===== src/rtl/audio_tx_pkg.sv =====
package audio_tx_pkg;

  typedef enum logic [1:0] {
    STD_LEAD   = 2'd0,
    STD_LEFT   = 2'd1,
    STD_RIGHT  = 2'd2,
    STD_PCM    = 2'd3
  } tx_std_e;

  typedef enum logic [1:0] {
    LEN_16  = 2'd0,
    LEN_24  = 2'd1,
    LEN_32  = 2'd2,
    LEN_BAD = 2'd3
  } tx_len_e;

  typedef struct packed {
    tx_std_e std;
    tx_len_e dlen;
    logic    wide_slot;
    logic    idle_hi;
    logic    long_sync;
  } tx_cfg_t;

  function automatic int data_bits(tx_len_e l);
    case (l)
      LEN_16:  return 16;
      LEN_24:  return 24;
      default: return 32;
    endcase
  endfunction

  function automatic int slot_bits(tx_len_e l, logic wide);
    return (l == LEN_16 && !wide) ? 16 : 32;
  endfunction

endpackage


===== src/rtl/audio_tx_cfg_latch.sv =====
module audio_tx_cfg_latch
  import audio_tx_pkg::*;
#(
  parameter int DIV_W = 8
) (
  input  logic             clk,
  input  logic             rst_n,
  input  logic             enable,
  input  tx_cfg_t          cfg_in,
  input  logic [DIV_W-1:0] div_in,
  output tx_cfg_t          cfg_q,
  output logic [DIV_W-1:0] div_q,
  output logic             legal
);

  always_ff @(posedge clk or negedge rst_n) begin
    if (!rst_n) begin
      cfg_q <= '0;
      div_q <= '0;
    end else if (!enable) begin
      cfg_q <= cfg_in;
      div_q <= div_in;
    end
  end

  assign legal = (cfg_q.dlen != LEN_BAD);

endmodule


===== src/rtl/audio_tx_bitclk.sv =====
module audio_tx_bitclk #(
  parameter int DIV_W = 8
) (
  input  logic             clk,
  input  logic             rst_n,
  input  logic             go,
  input  logic             start,
  input  logic             idle_hi,
  input  logic [DIV_W-1:0] div,
  output logic             bck,
  output logic             launch
);

  logic [DIV_W-1:0] cnt;
  logic             wrap;

  assign wrap   = (cnt == div);
  assign launch = start || (go && wrap && bck);

  always_ff @(posedge clk or negedge rst_n) begin
    if (!rst_n) begin
      bck <= 1'b0;
      cnt <= '0;
    end else if (!go) begin
      bck <= idle_hi;
      cnt <= '0;
    end else if (start) begin
      bck <= 1'b0;
      cnt <= '0;
    end else if (wrap) begin
      bck <= ~bck;
      cnt <= '0;
    end else begin
      cnt <= cnt + DIV_W'(1);
    end
  end

endmodule


===== src/rtl/audio_tx_hold_buf.sv =====
module audio_tx_hold_buf #(
  parameter int SAMPLE_W = 32
) (
  input  logic                clk,
  input  logic                rst_n,
  input  logic                s_valid,
  input  logic [SAMPLE_W-1:0] s_data,
  output logic                s_ready,
  input  logic                take,
  output logic                full,
  output logic [SAMPLE_W-1:0] word
);

  assign s_ready = !full;

  always_ff @(posedge clk or negedge rst_n) begin
    if (!rst_n) begin
      full <= 1'b0;
      word <= '0;
    end else if (s_valid && s_ready) begin
      full <= 1'b1;
      word <= s_data;
    end else if (take) begin
      full <= 1'b0;
    end
  end

endmodule


===== src/rtl/audio_tx_framer.sv =====
module audio_tx_framer
  import audio_tx_pkg::*;
#(
  parameter int SAMPLE_W  = 32,
  parameter int POS_W     = 6,
  parameter int LONG_SYNC = 13
) (
  input  logic                clk,
  input  logic                rst_n,
  input  logic                go,
  input  logic                start,
  input  logic                launch,
  input  tx_cfg_t             cfg,
  input  logic                buf_full,
  input  logic [SAMPLE_W-1:0] buf_word,
  output logic                take,
  output logic                ws,
  output logic                sd,
  output logic                underrun
);

  localparam int IDX_W = $clog2(SAMPLE_W);

  logic [POS_W-1:0]    bit_k, k_next, k_after, pos_next;
  logic [POS_W-1:0]    slot_len, data_len, pad_len, bit_idx;
  logic [POS_W:0]      frame_len, last_k;
  logic [SAMPLE_W-1:0] word_q, word_next;
  logic                slot_edge, ws_next, sd_next, has_bit, in_right;

  always_comb begin
    slot_len  = POS_W'(slot_bits(cfg.dlen, cfg.wide_slot));
    data_len  = POS_W'(data_bits(cfg.dlen));
    pad_len   = slot_len - data_len;
    frame_len = (cfg.std == STD_PCM) ? {1'b0, slot_len} : {slot_len, 1'b0};
    last_k    = frame_len - (POS_W+1)'(1);

    if (start || ({1'b0, bit_k} == last_k)) k_next = '0;
    else                                    k_next = bit_k + POS_W'(1);

    if ({1'b0, k_next} == last_k) k_after = '0;
    else                          k_after = k_next + POS_W'(1);

    pos_next  = k_next & (slot_len - POS_W'(1));
    in_right  = (k_next >= slot_len);
    slot_edge = launch && (pos_next == '0);
    take      = slot_edge && buf_full;
    word_next = take ? buf_word : word_q;

    case (cfg.std)
      STD_LEAD:  ws_next = (k_after >= slot_len);
      STD_PCM:   ws_next = cfg.long_sync ? (k_next < POS_W'(LONG_SYNC))
                                         : ({1'b0, k_next} == last_k);
      default:   ws_next = in_right;
    endcase

    if (cfg.std == STD_RIGHT) begin
      has_bit = (pos_next >= pad_len);
      bit_idx = slot_len - POS_W'(1) - pos_next;
    end else begin
      has_bit = (pos_next < data_len);
      bit_idx = data_len - POS_W'(1) - pos_next;
    end
    sd_next = has_bit && word_next[bit_idx[IDX_W-1:0]];
  end

  always_ff @(posedge clk or negedge rst_n) begin
    if (!rst_n) begin
      bit_k    <= '0;
      word_q   <= '0;
      ws       <= 1'b0;
      sd       <= 1'b0;
      underrun <= 1'b0;
    end else if (!go) begin
      bit_k    <= '0;
      ws       <= 1'b0;
      sd       <= 1'b0;
      underrun <= 1'b0;
    end else if (launch) begin
      bit_k    <= k_next;
      word_q   <= word_next;
      ws       <= ws_next;
      sd       <= sd_next;
      underrun <= slot_edge && !buf_full;
    end else begin
      underrun <= 1'b0;
    end
  end

endmodule


===== src/rtl/audio_serial_tx.sv =====
module audio_serial_tx
  import audio_tx_pkg::*;
#(
  parameter int DIV_W     = 8,
  parameter int SAMPLE_W  = 32,
  parameter int LONG_SYNC = 13
) (
  input  logic                clk,
  input  logic                rst_n,
  input  logic                enable,
  input  logic [1:0]          cfg_std,
  input  logic [1:0]          cfg_len,
  input  logic                cfg_wide_slot,
  input  logic                cfg_idle_hi,
  input  logic                cfg_long_sync,
  input  logic [DIV_W-1:0]    bck_div,
  input  logic                s_valid,
  input  logic [SAMPLE_W-1:0] s_data,
  output logic                s_ready,
  output logic                bck,
  output logic                ws,
  output logic                sd,
  output logic                underrun
);

  localparam int POS_W = $clog2(2 * SAMPLE_W);

  tx_cfg_t             cfg_in, cfg_q;
  logic [DIV_W-1:0]    div_q;
  logic                legal, active, start, go, launch, take, buf_full;
  logic [SAMPLE_W-1:0] buf_word;
  logic                len_bad, idle_hi_q;

  always_comb begin
    cfg_in.std       = tx_std_e'(cfg_std);
    cfg_in.dlen      = tx_len_e'(cfg_len);
    cfg_in.wide_slot = cfg_wide_slot;
    cfg_in.idle_hi   = cfg_idle_hi;
    cfg_in.long_sync = cfg_long_sync;
  end

  audio_tx_cfg_latch #(.DIV_W(DIV_W)) u_cfg (
    .clk(clk), .rst_n(rst_n), .enable(enable),
    .cfg_in(cfg_in), .div_in(bck_div),
    .cfg_q(cfg_q), .div_q(div_q), .legal(legal)
  );

  assign start     = enable && !active && legal;
  assign go        = start || (enable && active);
  assign len_bad   = !legal;
  assign idle_hi_q = cfg_q.idle_hi;

  always_ff @(posedge clk or negedge rst_n) begin
    if (!rst_n) active <= 1'b0;
    else        active <= go;
  end

  audio_tx_bitclk #(.DIV_W(DIV_W)) u_clk (
    .clk(clk), .rst_n(rst_n), .go(go), .start(start),
    .idle_hi(cfg_q.idle_hi), .div(div_q),
    .bck(bck), .launch(launch)
  );

  audio_tx_hold_buf #(.SAMPLE_W(SAMPLE_W)) u_buf (
    .clk(clk), .rst_n(rst_n),
    .s_valid(s_valid), .s_data(s_data), .s_ready(s_ready),
    .take(take), .full(buf_full), .word(buf_word)
  );

  audio_tx_framer #(
    .SAMPLE_W(SAMPLE_W), .POS_W(POS_W), .LONG_SYNC(LONG_SYNC)
  ) u_frm (
    .clk(clk), .rst_n(rst_n), .go(go), .start(start), .launch(launch),
    .cfg(cfg_q), .buf_full(buf_full), .buf_word(buf_word),
    .take(take), .ws(ws), .sd(sd), .underrun(underrun)
  );

endmodule


===== config.mk =====
export PLATFORM = sky130hd
export DESIGN_NAME = audio_serial_tx
export DESIGN_NICKNAME = d
export VERILOG_FILES = /design/src/rtl/audio_tx_pkg.sv /design/src/rtl/audio_tx_cfg_latch.sv /design/src/rtl/audio_tx_bitclk.sv /design/src/rtl/audio_tx_hold_buf.sv /design/src/rtl/audio_tx_framer.sv /design/src/rtl/audio_serial_tx.sv
export SDC_FILE = /design/constraint.sdc
export NUM_CORES = 1
export LEC_CHECK = 0
export BUFFER_PORTS_ARGS = -buffer_cell sky130_fd_sc_hd__buf_4
export CAP_MARGIN = 20
export CORE_MARGIN = 5
export CORE_UTILIZATION = 30
export CTS_CLUSTER_SIZE = 25
export DETAILED_ROUTE_END_ITERATION = 8
export GPL_ROUTABILITY_DRIVEN = 0
export GPL_TIMING_DRIVEN = 0
export PLACE_DENSITY = 0.58
export SLEW_MARGIN = 20
export SYNTH_ARGS = -nofsm -noshare
export SYNTH_HDL_FRONTEND = slang
export SYNTH_SLANG_ARGS = --single-unit

===== constraint.sdc =====
create_clock -name clk -period 7.13 [get_ports clk]
set_input_delay 1.426 -clock clk [delete_from_list [all_inputs] [get_ports clk]]
set_output_delay 1.426 -clock clk [all_outputs]
set_load 0.02 [all_outputs]

==> flow_summary.ini, run 1 <==
[routing]
ant_nets = 0
drt_iter0_drc = 170
dr.pass1.iters = 5
drc_errors = 0
routed_wl_microns = 11200
via_per_inst = 4.80
num_vias = 3487
wl_per_cell_microns = 15.4

[synth]
synth_edf_count = 0
synth-seq-area-share_pct = 49.2
avgSynthCellArea_sq_um = 11.5
synth_top_flop_cell = dfrtp_1
syn-cell-area_sq_mm = 0.00503
netlist-cell-type-count = 60
ys_ff_latch = 99
ys_async_sr_fraction_pct = 100
yosysWarningCount = 0
syn-num-nets = 505
syn_inst = 438

[job]
timing.max_cap.violations = 0

[place]
postPlaceCellArea_sq_mm = 0.00572
portBuffers = 54
dpl.hpwl_microns = 8300

[worst_setup_path]
criticalPathCategory = in -> reg
path_max_fanout = 10
start_kind = primary input
required_ns = 7.36
critPathArrivalTime_ns = 5.25
end_kind = flip-flop

[outcome]
status = complete, no violations

[final_layout]
final_layout_size_suffix_gt1_share_pct = 30.2
nets = 570
area_delta_synth_final_pct = 19.3
stdcell_area_sq_mm = 0.00601
antenna_cells = 0

[sta]
worst_pin_slew_ns = 1.08
final.setup.tns_ns = 0
hold_viol_final = 0
maxSlewViolCount = 0
slew_headroom_pct = 27.0
fin_skew_ns = 0.00564
hold_slack_ns = 0.480
setup_viol = 0
fmax_mhz = 199
post-route-min-period_ns = 5.03
min_period_over_period_pct = 70.5
rsz0062_at_grt = false

[die]
initial_core_util_pct = 30.5
core-area_sq_mm = 0.0165
ios = 56
die_area_sq_mm = 0.0195
chipWidth_microns = 140
die_h_microns = 140
row_count = 47

[clock_tree]
post_cts_resized = 0
clk_latency_ns = 0.34
cts_tree = yes
hold_buffers = 0
numCtsBuffers = 9
clock_path_buffers = 2
clockRootBuffer = clkbuf_16
clkTransAtPathRegs_ns = 0.06
htreeDepth = 3
post_cts_buffers = 0
cts.sinks = 99

[grt]
grt_antenna_before_repair = 0
grt_pass1_vias = 3590
met3_usage_pct = 2.74
met2_usage_pct = 19.4
grt_overflow_total = 0
track_usage_pct = 11.9
grt_max_degree = 100
grt_use_met1_pct = 15.3
grt_pass1_wl_microns = 18600
grt-busiest-layer = met2

[power_and_ir_drop]
p_leak_nw = 2.63
p_per_area_mw_per_mm2 = 295
ir_drop_v = 0.000158

[min_path]
hp-class = reg -> reg
[Yosys cell counts, types with 6 or more instances]
cell / count / share of area, %
mux2i_1: 19 / 3.8
mux2_2: 67 / 15
nand3_1: 9 / 0.89
dfrtp_1: 99 / 49
inv_1: 19 / 1.4
nand2b_1: 8 / 0.99
clkbuf_1: 8 / 0.60
o21ai_0: 19 / 1.9
xnor2_1: 15 / 2.6
nor2_1: 34 / 2.5
nand2_1: 23 / 1.7
xor2_1: 6 / 1.0
buf_2: 7 / 0.70
a21oi_1: 12 / 1.2
ha_1: 15 / 3.7
[placed cells by master, fill, tap and decap left out, types with 3 or more instances in the layout]
cell / instances
dfrtp_1: 99
mux2_2: 67
buf_4: 55
nor2_1: 34
nand2_1: 23
o21ai_0: 19
inv_1: 19
mux2i_1: 19
xnor2_1: 15
ha_1: 15
a21oi_1: 12
clkbuf_1: 9
nand3_1: 9
clkbuf_16: 9
nand2b_1: 8
buf_2: 7
xor2_1: 6
and3_1: 5
nand4_1: 4
a211o_1: 4
buf_1: 4
or2_2: 3
mux2_1: 3
o2111ai_1: 3
o311ai_0: 3
nor3_1: 3
a221oi_1: 3
a21boi_0: 3
[worst max-delay path: stages]
cell and delay (ns):
buf_2 0.22, and3b_1 0.22, clkbuf_1 0.36, a21oi_1 0.28, nand2b_1 0.30, clkinv_1 0.25
ha_1 0.32, nor2_1 0.27, o211a_4 0.24, buf_6 0.17, mux2_4 0.32, mux2_2 0.26
a21oi_1 0.14, nand3_1 0.13, a221o_1 0.34
[metrics by stage]
step	cells	power [mW]	utilization (%)	setup WS [ns]
after detailed placement	712	1.32	34.6	1.79
after CTS	726	1.80	36.3	2.14
after floorplan	438	1.17	-	2.56
final	726	1.77	36.3	2.10
after global placement	712	1.29	34.6	1.87
after global routing	726	1.89	36.3	1.84
[registers in the layout, indices dropped and copies added (netlist names)]
| signal | count |
|---|---|
| active | 1 |
| u_buf.full | 1 |
| u_buf.word | 32 |
| u_cfg.cfg_q | 7 |
| u_cfg.div_q | 8 |
| u_clk.bck | 1 |
| u_clk.cnt | 8 |
| u_frm.bit_k | 6 |
| u_frm.sd | 1 |
| u_frm.underrun | 1 |
| u_frm.word_q | 32 |
| u_frm.ws | 1 |
[final timing paths]
check	from	endpoint	slack (ns)	cells past startpoint
worst max-delay path	enable	u_frm.sd$_DFFE_PN0P_	2.10	15
max in group asynchronous	rst_n	u_frm.bit_k[5]$_DFFE_PN0P_	5.35	1
worst min register to register	u_frm.word_q[30]$_DFFE_PN0P_	u_frm.word_q[30]$_DFFE_PN0P_	0.48	1
worst max register to register	u_cfg.cfg_q[4]$_DFFE_PN0N_	u_frm.sd$_DFFE_PN0P_	2.47	15
worst min-delay path	u_frm.word_q[30]$_DFFE_PN0P_	u_frm.word_q[30]$_DFFE_PN0P_	0.48	1
min in group asynchronous	rst_n	u_frm.word_q[28]$_DFFE_PN0P_	1.19	1
[power by group]
group / internal, mW / switching (mW) / leakage (nW)
sequential: 0.757 / 0.111 / 1.21
combinational: 0.243 / 0.189 / 1.29
clock: 0.276 / 0.196 / 0.141
total: 1.28 / 0.496 / 2.63
[area by class of cell]
class	instances	area (sq um)
Fill cell	1652	10500
Sequential cell	99	2480
Multi-Input combinational cell	297	2380
Timing Repair Buffer	54	409
Tap cell	220	275
Clock buffer	11	243
Buffer	22	106
Inverter	20	75.1
Clock inverter	3	40.0
[routing by layer]
layer	up-vias	part of all wire, %
li1	1673	-
met1	1717	45
met2	75	49
met3	22	4.1
met4	0	2.4
met5	-	0
[cell families (layout without fill, tap and decap cells)]
logic type | count (synthesis) | in the layout | share of synthesized area [%]
simple gates | 103 | 103 | 10.3
flops | 99 | 99 | 49.2
mux | 90 | 90 | 19.7
compound gates | 67 | 67 | 9.37
buf+inv | 42 | 110 | 3.60
xor+xnor | 21 | 21 | 3.65
fa+ha+maj | 16 | 16 | 4.13
No activity file was read; power rests on OpenSTA's default activity.
==> run 2, diff against run 1 <==
clock period = 4.85 ns   (was 7.13 ns; I/O delays follow)
==> flow_summary.ini, run 2 (synthesis gave the netlist of run 1 again) <==
[grt]
grt_antenna_before_repair = 0
grt_max_degree = 100
track_usage_pct = 11.9
grt_pass1_wl_microns = 18600
grt_pass1_vias = 3590
grt_overflow_total = 0

[die]
die_h_microns = 140
initial_core_util_pct = 30.5
core-area_sq_mm = 0.0165
die_area_sq_mm = 0.0195
chipWidth_microns = 140
row_count = 47
ios = 56

[final_layout]
stdcell_area_sq_mm = 0.00601
final_common_cell = dfrtp_1
finalNonFillerCells = 726
nets = 570
nFillCells = 1650
largest_registers = u_buf.word (32), u_frm.word_q (32)
antenna_cells = 0
final_layout_size_suffix_gt1_share_pct = 30.6
layout_common_cells = 99 x dfrtp_1, 67 x mux2_2, 55 x buf_4
area_delta_synth_final_pct = 19.5

[clock_tree]
clockRootBuffer = clkbuf_16
clock_path_buffers = 2
clk_latency_ns = 0.34
htreeDepth = 3
post_cts_buffers = 0
post_cts_resized = 0
cts_tree = yes
numCtsBuffers = 9
cts.sinks = 99
clkTransAtPathRegs_ns = 0.06
hold_buffers = 0

[routing]
wl_per_cell_microns = 15.5
num_vias = 3489
drt_iter0_drc = 195
ant_nets = 0
via_per_inst = 4.81
dr.pass1.iters = 4
drc_errors = 0
routed_wl_microns = 11300

[sta]
min_period_over_period_pct = 92.5
fmax_mhz = 223
worst_pin_slew_ns = 1.09
maxSlewViolCount = 0
setup_viol = 0
fin_skew_ns = 0.00537
slew_headroom_pct = 26.6
post-route-min-period_ns = 4.48
hold_viol_final = 0
rsz0062_at_grt = false

[power_and_ir_drop]
finalPower_mw = 2.61
p_per_area_mw_per_mm2 = 433
ir_drop_v = 0.000230
p_leak_nw = 2.64

[worst_setup_path]
end_kind = flip-flop
critPathArrivalTime_ns = 4.71
start_kind = flip-flop
path_max_fanout = 10
required_ns = 5.08
criticalPathCategory = reg -> reg

[min_path]
hp-class = reg -> reg

[place]
dp.cells = 712
dpl.hpwl_microns = 8300
portBuffers = 54
postPlaceCellArea_sq_mm = 0.00572

[job]
timing.max_cap.violations = 0

[outcome]
status = complete, no violations
[run 2: worst max-delay path: stages, from the launching register on]
cell and delay, ns:
dfrtp_1 0.46, or3_1 0.38, buf_2 0.18, a211oi_2 0.41, a21oi_2 0.24, nand2b_1 0.25, clkinv_1 0.25, ha_1 0.32
nor2_1 0.26, o211a_4 0.24, buf_6 0.17, mux2_4 0.32, mux2_2 0.26, a21oi_1 0.15, nand3_1 0.13, a221o_1 0.34
[run 2: final timing paths]
path | from | endpoint | slack (ns) | depth (start not counted)
min | u_frm.word_q[30]$_DFFE_PN0P_ | u_frm.word_q[30]$_DFFE_PN0P_ | 0.48 | 1
max | u_cfg.cfg_q[4]$_DFFE_PN0N_ | u_frm.sd$_DFFE_PN0P_ | 0.37 | 15
max in group asynchronous | rst_n | u_frm.bit_k[5]$_DFFE_PN0P_ | 3.53 | 1
min reg2reg | u_frm.word_q[30]$_DFFE_PN0P_ | u_frm.word_q[30]$_DFFE_PN0P_ | 0.48 | 1
max reg2reg | u_cfg.cfg_q[4]$_DFFE_PN0N_ | u_frm.sd$_DFFE_PN0P_ | 0.37 | 15
min in group asynchronous | rst_n | u_frm.word_q[28]$_DFFE_PN0P_ | 0.73 | 1
[run 2: per-stage QoR]
step / setup TNS, ns / setup WS [ns] / hold slack, ns / util, %
floorplan: 0 / 0.733 / 0.435 / -
global placement: 0 / 0.0466 / 0.468 / 34.6
detailed placement: -0.0385 / -0.0385 / 0.470 / 34.6
CTS: 0 / 0.245 / 0.484 / 36.3
global route: 0 / 0.106 / 0.511 / 36.4
finish: 0 / 0.365 / 0.480 / 36.4
[run 2: final cells by class]
| class | count | area [sq um] | share of cell area [%] |
|---|---|---|---|
| Buffer | 22 | 106 | 1.77 |
| Multi-Input combinational cell | 297 | 2390 | 39.7 |
| Sequential cell | 99 | 2480 | 41.2 |
| Inverter | 20 | 75.1 | 1.25 |
| Clock inverter | 3 | 40.0 | 0.666 |
| Clock buffer | 11 | 243 | 4.04 |
| Timing Repair Buffer | 54 | 409 | 6.80 |
| Tap cell | 220 | 275 | 4.58 |
[run 2: power by group]
part / leakage (nW) / switching (mW) / total [mW] / internal, mW
Sequential: 1.21 / 0.163 / 1.28 / 1.11
Combinational: 1.29 / 0.279 / 0.636 / 0.357
Clock: 0.141 / 0.287 / 0.693 / 0.406
Total: 2.64 / 0.729 / 2.61 / 1.88
[run 2: metal layers]
layer  track usage, %  vias up  part of all wire, %
met2             19.4       65                   48
met5                0        -                    0
met1             15.3     1731                   46
li1                 -     1674                    -
met3             2.74       19                  3.4
met4             5.00        0                  2.3
